<file path="config.mk">
export PLATFORM = sky130hd
export DESIGN_NAME = irq_status_unit
export DESIGN_NICKNAME = d
export VERILOG_FILES = /design/src/rtl/irq_stat_pkg.sv /design/src/rtl/irq_src_bit.sv /design/src/rtl/irq_clr_dec.sv /design/src/rtl/irq_abrt_cause.sv /design/src/rtl/irq_status_unit.sv
export SDC_FILE = /design/constraint.sdc
export NUM_CORES = 1
export LEC_CHECK = 0
export BUFFER_PORTS_ARGS = -buffer_cell sky130_fd_sc_hd__buf_2
export CORE_MARGIN = 2
export CORE_UTILIZATION = 35
export DETAILED_ROUTE_END_ITERATION = 7
export SKIP_LAST_GASP = 1
export SYNTH_ARGS = -nofsm -noshare
export SYNTH_HDL_FRONTEND = slang
export SYNTH_SLANG_ARGS = --single-unit
</file>
<file path="constraint.sdc">
create_clock -name clk_i -period 3.1 [get_ports clk_i]
set_input_delay 0.31 -clock clk_i [delete_from_list [all_inputs] [get_ports clk_i]]
set_output_delay 0.31 -clock clk_i [all_outputs]
set_load 0.03 [all_outputs]
</file>
<file path="src/rtl/irq_stat_pkg.sv">
package irq_stat_pkg;
  localparam int NUM_SRC = 12;
  localparam int CAUSE_W = 13;
  localparam int ADDR_W  = 8;
  localparam int DATA_W  = 32;

  localparam int SRC_RX_FULL  = 2;
  localparam int SRC_TX_EMPTY = 4;
  localparam int SRC_TX_ABRT  = 6;

  // sources that follow a level instead of latching a pulse
  localparam logic [NUM_SRC-1:0] LVL_SRC     = 12'h014;
  localparam logic [CAUSE_W-1:0] CAUSE_VALID = 13'h1EBF;

  localparam logic [ADDR_W-1:0] A_STAT     = 8'h2C;
  localparam logic [ADDR_W-1:0] A_MASK     = 8'h30;
  localparam logic [ADDR_W-1:0] A_RAW      = 8'h34;
  localparam logic [ADDR_W-1:0] A_CLR_ALL  = 8'h40;
  localparam logic [ADDR_W-1:0] A_CLR_BASE = 8'h44;
  localparam logic [ADDR_W-1:0] A_CAUSE    = 8'h80;

  // clear addresses are packed over sticky sources only
  function automatic logic [ADDR_W-1:0] clr_addr(int idx);
    int n;
    n = 0;
    for (int j = 0; j < idx; j++) if (!LVL_SRC[j]) n++;
    return A_CLR_BASE + ADDR_W'(4 * n);
  endfunction
endpackage

</file>
<file path="src/rtl/irq_src_bit.sv">
module irq_src_bit #(
  parameter bit LEVEL = 1'b0
) (
  input  logic clk_i,
  input  logic rst_ni,
  input  logic src_i,
  input  logic clr_i,
  output logic bit_o
);
  logic bit_q;

  if (LEVEL) begin : g_lvl
    always_ff @(posedge clk_i or negedge rst_ni)
      if (!rst_ni) bit_q <= 1'b0;
      else         bit_q <= src_i;

    AST_LVL_NO_CLR: assert property (@(posedge clk_i) disable iff (!rst_ni)
      clr_i && src_i |=> bit_q);
  end else begin : g_stk
    always_ff @(posedge clk_i or negedge rst_ni)
      if (!rst_ni) bit_q <= 1'b0;
      else         bit_q <= src_i | (bit_q & ~clr_i);

    AST_STK_SET: assert property (@(posedge clk_i) disable iff (!rst_ni)
      src_i |=> bit_q);
    AST_STK_CLR: assert property (@(posedge clk_i) disable iff (!rst_ni)
      clr_i && !src_i |=> !bit_q);
    AST_STK_HOLD: assert property (@(posedge clk_i) disable iff (!rst_ni)
      bit_q && !clr_i |=> bit_q);
  end

  assign bit_o = bit_q;
endmodule

</file>
<file path="src/rtl/irq_clr_dec.sv">
module irq_clr_dec import irq_stat_pkg::*; (
  input  logic              rd_en_i,
  input  logic [ADDR_W-1:0] rd_addr_i,
  output logic [NUM_SRC-1:0] clr_o,
  output logic              clr_all_o
);
  logic [NUM_SRC-1:0] hit_one;

  assign clr_all_o = rd_en_i && (rd_addr_i == A_CLR_ALL);

  for (genvar i = 0; i < NUM_SRC; i++) begin : g_dec
    if (LVL_SRC[i]) begin : g_none
      assign hit_one[i] = 1'b0;
    end else begin : g_hit
      assign hit_one[i] = (rd_addr_i == clr_addr(i));
    end
    assign clr_o[i] = rd_en_i & (hit_one[i] | clr_all_o);
  end

  always_comb begin
    AST_DEC_ONE: assert ($onehot0(hit_one));
  end
endmodule

</file>
<file path="src/rtl/irq_abrt_cause.sv">
module irq_abrt_cause import irq_stat_pkg::*; (
  input  logic               clk_i,
  input  logic               rst_ni,
  input  logic               abrt_i,
  input  logic [CAUSE_W-1:0] cause_i,
  input  logic               clr_i,
  output logic [CAUSE_W-1:0] cause_o
);
  logic [CAUSE_W-1:0] cause_q;

  always_ff @(posedge clk_i or negedge rst_ni)
    if (!rst_ni) cause_q <= '0;
    else cause_q <= (clr_i ? '0 : cause_q) | (abrt_i ? (cause_i & CAUSE_VALID) : '0);

  assign cause_o = cause_q;

  AST_CAUSE_RSVD: assert property (@(posedge clk_i) disable iff (!rst_ni)
    (cause_q & ~CAUSE_VALID) == '0);
  AST_CAUSE_ACC: assert property (@(posedge clk_i) disable iff (!rst_ni)
    !clr_i |=> (cause_q & $past(cause_q)) == $past(cause_q));
  AST_CAUSE_WIPE: assert property (@(posedge clk_i) disable iff (!rst_ni)
    clr_i && !abrt_i |=> cause_q == '0);
endmodule

</file>
<file path="src/rtl/irq_status_unit.sv">
module irq_status_unit import irq_stat_pkg::*; (
  input  logic               clk_i,
  input  logic               rst_ni,
  input  logic [NUM_SRC-1:0] evt_i,
  input  logic               rx_full_lvl_i,
  input  logic               tx_empty_lvl_i,
  input  logic [CAUSE_W-1:0] abrt_cause_i,
  input  logic               mask_we_i,
  input  logic [NUM_SRC-1:0] mask_wdata_i,
  input  logic               rd_en_i,
  input  logic [ADDR_W-1:0]  rd_addr_i,
  output logic [DATA_W-1:0]  rd_data_o,
  output logic               irq_o
);
  logic [NUM_SRC-1:0] src, clr, raw, mask_q, stat;
  logic [CAUSE_W-1:0] cause;
  logic               clr_all;

  irq_clr_dec u_dec (
    .rd_en_i  (rd_en_i),
    .rd_addr_i(rd_addr_i),
    .clr_o    (clr),
    .clr_all_o(clr_all)
  );

  for (genvar i = 0; i < NUM_SRC; i++) begin : g_src
    if (i == SRC_RX_FULL) begin : g_rxf
      assign src[i] = rx_full_lvl_i;
    end else if (i == SRC_TX_EMPTY) begin : g_txe
      assign src[i] = tx_empty_lvl_i;
    end else begin : g_evt
      assign src[i] = evt_i[i];
    end
    irq_src_bit #(.LEVEL(LVL_SRC[i])) u_bit (
      .clk_i (clk_i),
      .rst_ni(rst_ni),
      .src_i (src[i]),
      .clr_i (clr[i]),
      .bit_o (raw[i])
    );
  end

  irq_abrt_cause u_cause (
    .clk_i  (clk_i),
    .rst_ni (rst_ni),
    .abrt_i (evt_i[SRC_TX_ABRT]),
    .cause_i(abrt_cause_i),
    .clr_i  (clr[SRC_TX_ABRT]),
    .cause_o(cause)
  );

  always_ff @(posedge clk_i or negedge rst_ni)
    if (!rst_ni)        mask_q <= '0;
    else if (mask_we_i) mask_q <= mask_wdata_i;

  assign stat  = raw & mask_q;
  assign irq_o = |stat;

  always_comb begin
    rd_data_o = '0;
    if (rd_en_i) begin
      unique case (rd_addr_i)
        A_STAT:  rd_data_o = DATA_W'(stat);
        A_MASK:  rd_data_o = DATA_W'(mask_q);
        A_RAW:   rd_data_o = DATA_W'(raw);
        A_CAUSE: rd_data_o = DATA_W'(cause);
        default: begin
          for (int i = 0; i < NUM_SRC; i++)
            if (!LVL_SRC[i] && rd_addr_i == clr_addr(i)) rd_data_o = DATA_W'(raw[i]);
        end
      endcase
    end
  end

  AST_IRQ_QUIET: assert property (@(posedge clk_i) disable iff (!rst_ni)
    raw == '0 |-> !irq_o);
  AST_IRQ_MASKED: assert property (@(posedge clk_i) disable iff (!rst_ni)
    mask_q == '0 |-> !irq_o);
  AST_RXF_PULSE_IGN: assert property (@(posedge clk_i) disable iff (!rst_ni)
    evt_i[SRC_RX_FULL] && !rx_full_lvl_i |=> !raw[SRC_RX_FULL]);
  AST_TXE_PULSE_IGN: assert property (@(posedge clk_i) disable iff (!rst_ni)
    evt_i[SRC_TX_EMPTY] && !tx_empty_lvl_i |=> !raw[SRC_TX_EMPTY]);
  AST_CLR_ALL_WIPE: assert property (@(posedge clk_i) disable iff (!rst_ni)
    clr_all && evt_i == '0 |=> (raw & ~LVL_SRC) == '0);
endmodule

</file>
==> key figures <==
Outcome
  – Result of the run: complete, no violations

Finish
  – Combined flip-flop and latch cell area: between 800 and 900 sq um
  – Number of inserted filler cells in the final layout: 638
  – Most frequent cells in the layout: sky130_fd_sc_hd__buf_2, sky130_fd_sc_hd__dfrtp_1, sky130_fd_sc_hd__conb_1, sky130_fd_sc_hd__a21o_1
  – Final core utilization: 0.423
  – Final cell count without fillers: 351
  – Nets: between 300 and 400
  – Area of all placed cells without fillers: about 2700 sq um
  – Antenna diode instance count: 0
  – Total area of multi-input combinational cells: about 1200 sq um
  – Leading cell type in the layout, fill and taps excluded: sky130_fd_sc_hd__buf_2
  – Area Overhead vs Synth: 18.3%
  – Fraction of layout instances using a drive strength above 1: 0.409

Detailed routing
  – Number of nets with antenna violations after detailed routing: 0
  – Drc violations: 0
  – Router iterations before antenna repair: 5
  – Vias: 1862
  – Total length of routed wires: 5690 microns
  – Drt initial violations: around 120
  – Average wire per standard cell: ~16 microns
  – Vias/cell: 5.30

Placement
  – Count of placed standard cells including taps: roughly 340
  – Port buffer count: 60
  – Detailed placement HPWL: 4280 microns
  – Placed Instance Area: 2520 sq um
  – Worst slack at placement: about 0.5 ns
  – Final GP Congestion: 0.875

Critical path
  – WP data arrival: around 2.2 ns
  – Worst Setup Start Kind: input pin
  – Type of the worst setup path: in -> out
  – Kind of end point of the critical path: primary output
  – CP peak stage delay: around 0.53 ns
  – List of cells traversed by the critical path: buf_2 -> or3_1 -> nor3_2 -> and3_1 -> a22oi_2 -> a21oi_1 -> buf_2
  – Worst EP required: 2.79 ns
  – CP most frequent cell: sky130_fd_sc_hd__buf_2
  – Largest fanout on the critical path: 10
  – Critical path's slowest cell: sky130_fd_sc_hd__and3_1

Yosys
  – Post-synthesis share of cell area spent on and, or, nand and nor gates: 0.155
  – Post-Syn Area per Cell: 10.5 sq um
  – Post-synth EDFFs: 0
  – Cell taking the most area after synthesis: sky130_fd_sc_hd__dfrtp_1
  – Most used DFF post-synth: sky130_fd_sc_hd__dfrtp_1
  – Gate Count Post-Synth: 214
  – Adder-cell share of the synthesized area: 0
  – Proportion of synthesized area in mux cells: 0.0747
  – Xor/xnor share of the synthesized area: 0
  – Compound-gate portion of the synthesized area: 0.273
  – Count of cell types in the netlist: 50
  – Share of Yosys cell area claimed by the top area cell type: 0.390
  – Number of synthesized register bits: 35
  – Fraction of registers with async set or reset after synthesis: 1.00
  – Combinational family with the most area after synthesis: compound AO/OA/AOI/OAI gates
  – Top cells by area, synth: sky130_fd_sc_hd__dfrtp_1, sky130_fd_sc_hd__mux2_2, sky130_fd_sc_hd__buf_4
  – Mapped cell area: 2240 sq um
  – Ys Warns: 0
  – Sequential-to-total area share from yosys stat: 0.390

Power and ir drop
  – Net switching power: 0.281 mW
  – Largest vdd supply drop: about 240 uV
  – Power density over the cells: around 430 nW/um^2
  – Power Internal: 0.853 mW
  – Post-layout total power: between 1 and 1.5 mW
  – Portion of total power attributed to combinational logic: 0.127
  – Net switching fraction of the power: 0.248
  – Reg power frac: 0.437
  – Leakage: 1.20 nW
  – Portion of total power attributed to the clock network: 0.436

Clocking
  – Source-to-sink clock delay at the later pin of the worst-skew pair: 0.29 ns
  – Clock buffer count from CTS: 5
  – Clock tree from TritonCTS: yes
  – Clock Pin Slew Worst Setup and Hold Paths: 0.07 ns
  – Clock Tree Buf Depth: 2
  – Post-CTS Setup Repair Bufs: 0
  – Total clock sinks: 35
  – Post-CTS Hold Fix Bufs: 0
  – Clock root buffer: sky130_fd_sc_hd__clkbuf_8
  – Htree depth: 2
  – Number of gates resized after cts: 0

Global route
  – Number of global-route vias before repair: 1878
  – Pin count of the biggest net entering global routing: 36
  – Sum of overflow across all layers after global routing: 0
  – Antenna violations before repair: 0
  – Total routing usage reported by global routing: 0.171
  – First-pass GRT wire length: 9520 microns

Floorplan
  – Die Height: 84.1 microns
  – Die footprint: 7070 sq um
  – Horiz. Die Dim: 84.1 microns
  – Number of top-level pins: 84
  – Placeable Area: 6280 sq um
  – Initial core utilization: 0.358
  – Number of rows created at floorplan: 29

STA
  – PnR worst setup slack: 0.546 ns
  – Maximum clock skew at final layout: 0 ns
  – Maximum clock frequency: 391 MHz
  – Max-Slew Margin vs Limit: 0.471
  – Max-slew violation count: 0
  – Worst-Margin Slew: 0.794 ns
  – RSZ-0062 raised after global routing: no
  – Final period util: 0.824
  – Post-route minimum period: 2.55 ns
  – Setup tns final: 0 ns
  – Hold slack: 0.0916 ns
  – Hold Fails Final Rpt: 0
  – Setup violations, final: 0

Job
  – Max Cap Violations: 0

Min path
  – Type of the worst min-delay path: in -> async
-- worst paths after layout --
path	from	end	slack, ns	depth (start not counted)
worst max-delay path	rd_addr_i[1]	rd_data_o[1]	0.55	7
worst min-delay path	rst_ni	g_src[0].u_bit.bit_o	0.09	1
worst max register to register	mask_q[6]	mask_q[6]	2.29	1
worst min register to register	u_cause.cause_o[12]	u_cause.cause_o[12]	0.51	1
max in group asynchronous	rst_ni	mask_q[1]	2.49	1
min in group clk_i	rx_full_lvl_i	g_src[2].u_bit.bit_o	0.12	1
-- final cells by class --
class                   count  share of cell area
well taps                  77              0.0363
clock buffers               6              0.0273
inverters                   2             0.00283
multi-input cells         163               0.451
repair buffers             66               0.130
clock inverters             2              0.0226
flip-flops and latches     35               0.330
-- flip-flops by register name, summed over array words and instances (netlist names) --
signal and count:
u_cause.cause_o 11, g_src.u_bit.bit_o 12, mask_q 12
-- critical path, delay by kind of cell --
family / cells / cell delay, ns
AO/OA/AOI/OAI: 2 / 0.32
AND/OR/NAND/NOR: 3 / 1.25
buffers and inverters: 2 / 0.35
-- synthesized netlist by cell type (5+ instances only) --
cell type,instances
sky130_fd_sc_hd__and3_1,6
sky130_fd_sc_hd__a21o_1,16
sky130_fd_sc_hd__a22oi_2,7
sky130_fd_sc_hd__o21ai_0,7
sky130_fd_sc_hd__a22o_1,14
sky130_fd_sc_hd__dfrtp_1,35
sky130_fd_sc_hd__nand2b_1,5
sky130_fd_sc_hd__nand3_1,6
sky130_fd_sc_hd__a21oi_2,7
sky130_fd_sc_hd__nand2_1,11
sky130_fd_sc_hd__mux2_2,14
sky130_fd_sc_hd__nor2_1,8
sky130_fd_sc_hd__buf_4,20
-- power by group through the flow --
stage                     Sequential [mW]  Clock, mW  Combinational (mW)
after global routing                0.499      0.527               0.158
after detailed placement            0.505          0               0.145
after CTS                           0.496      0.504               0.145
after global placement              0.504          0               0.144
final                               0.496      0.494               0.144
after floorplan                     0.499          0               0.110
-- routing by layer --
| layer | wire length [microns] | track usage | part of all wire | up-vias |
|---|---|---|---|---|
| li1 | - | - | - | 886 |
| met1 | 2490 | 0.227 | 0.44 | 886 |
| met2 | 2630 | 0.264 | 0.46 | 77 |
| met3 | 430 | 0.0514 | 0.076 | 13 |
| met4 | 136 | 0.0630 | 0.024 | 0 |
| met5 | 0 | 0 | 0 | - |
-- logic make-up after synthesis --
kind of cell / Yosys count
multiplexers: 15
other: 1
flip-flops: 35
AO/OA/AOI/OAI: 73
buffers and inverters: 34
AND/OR/NAND/NOR: 56
(Power assumes the default switching activity.)
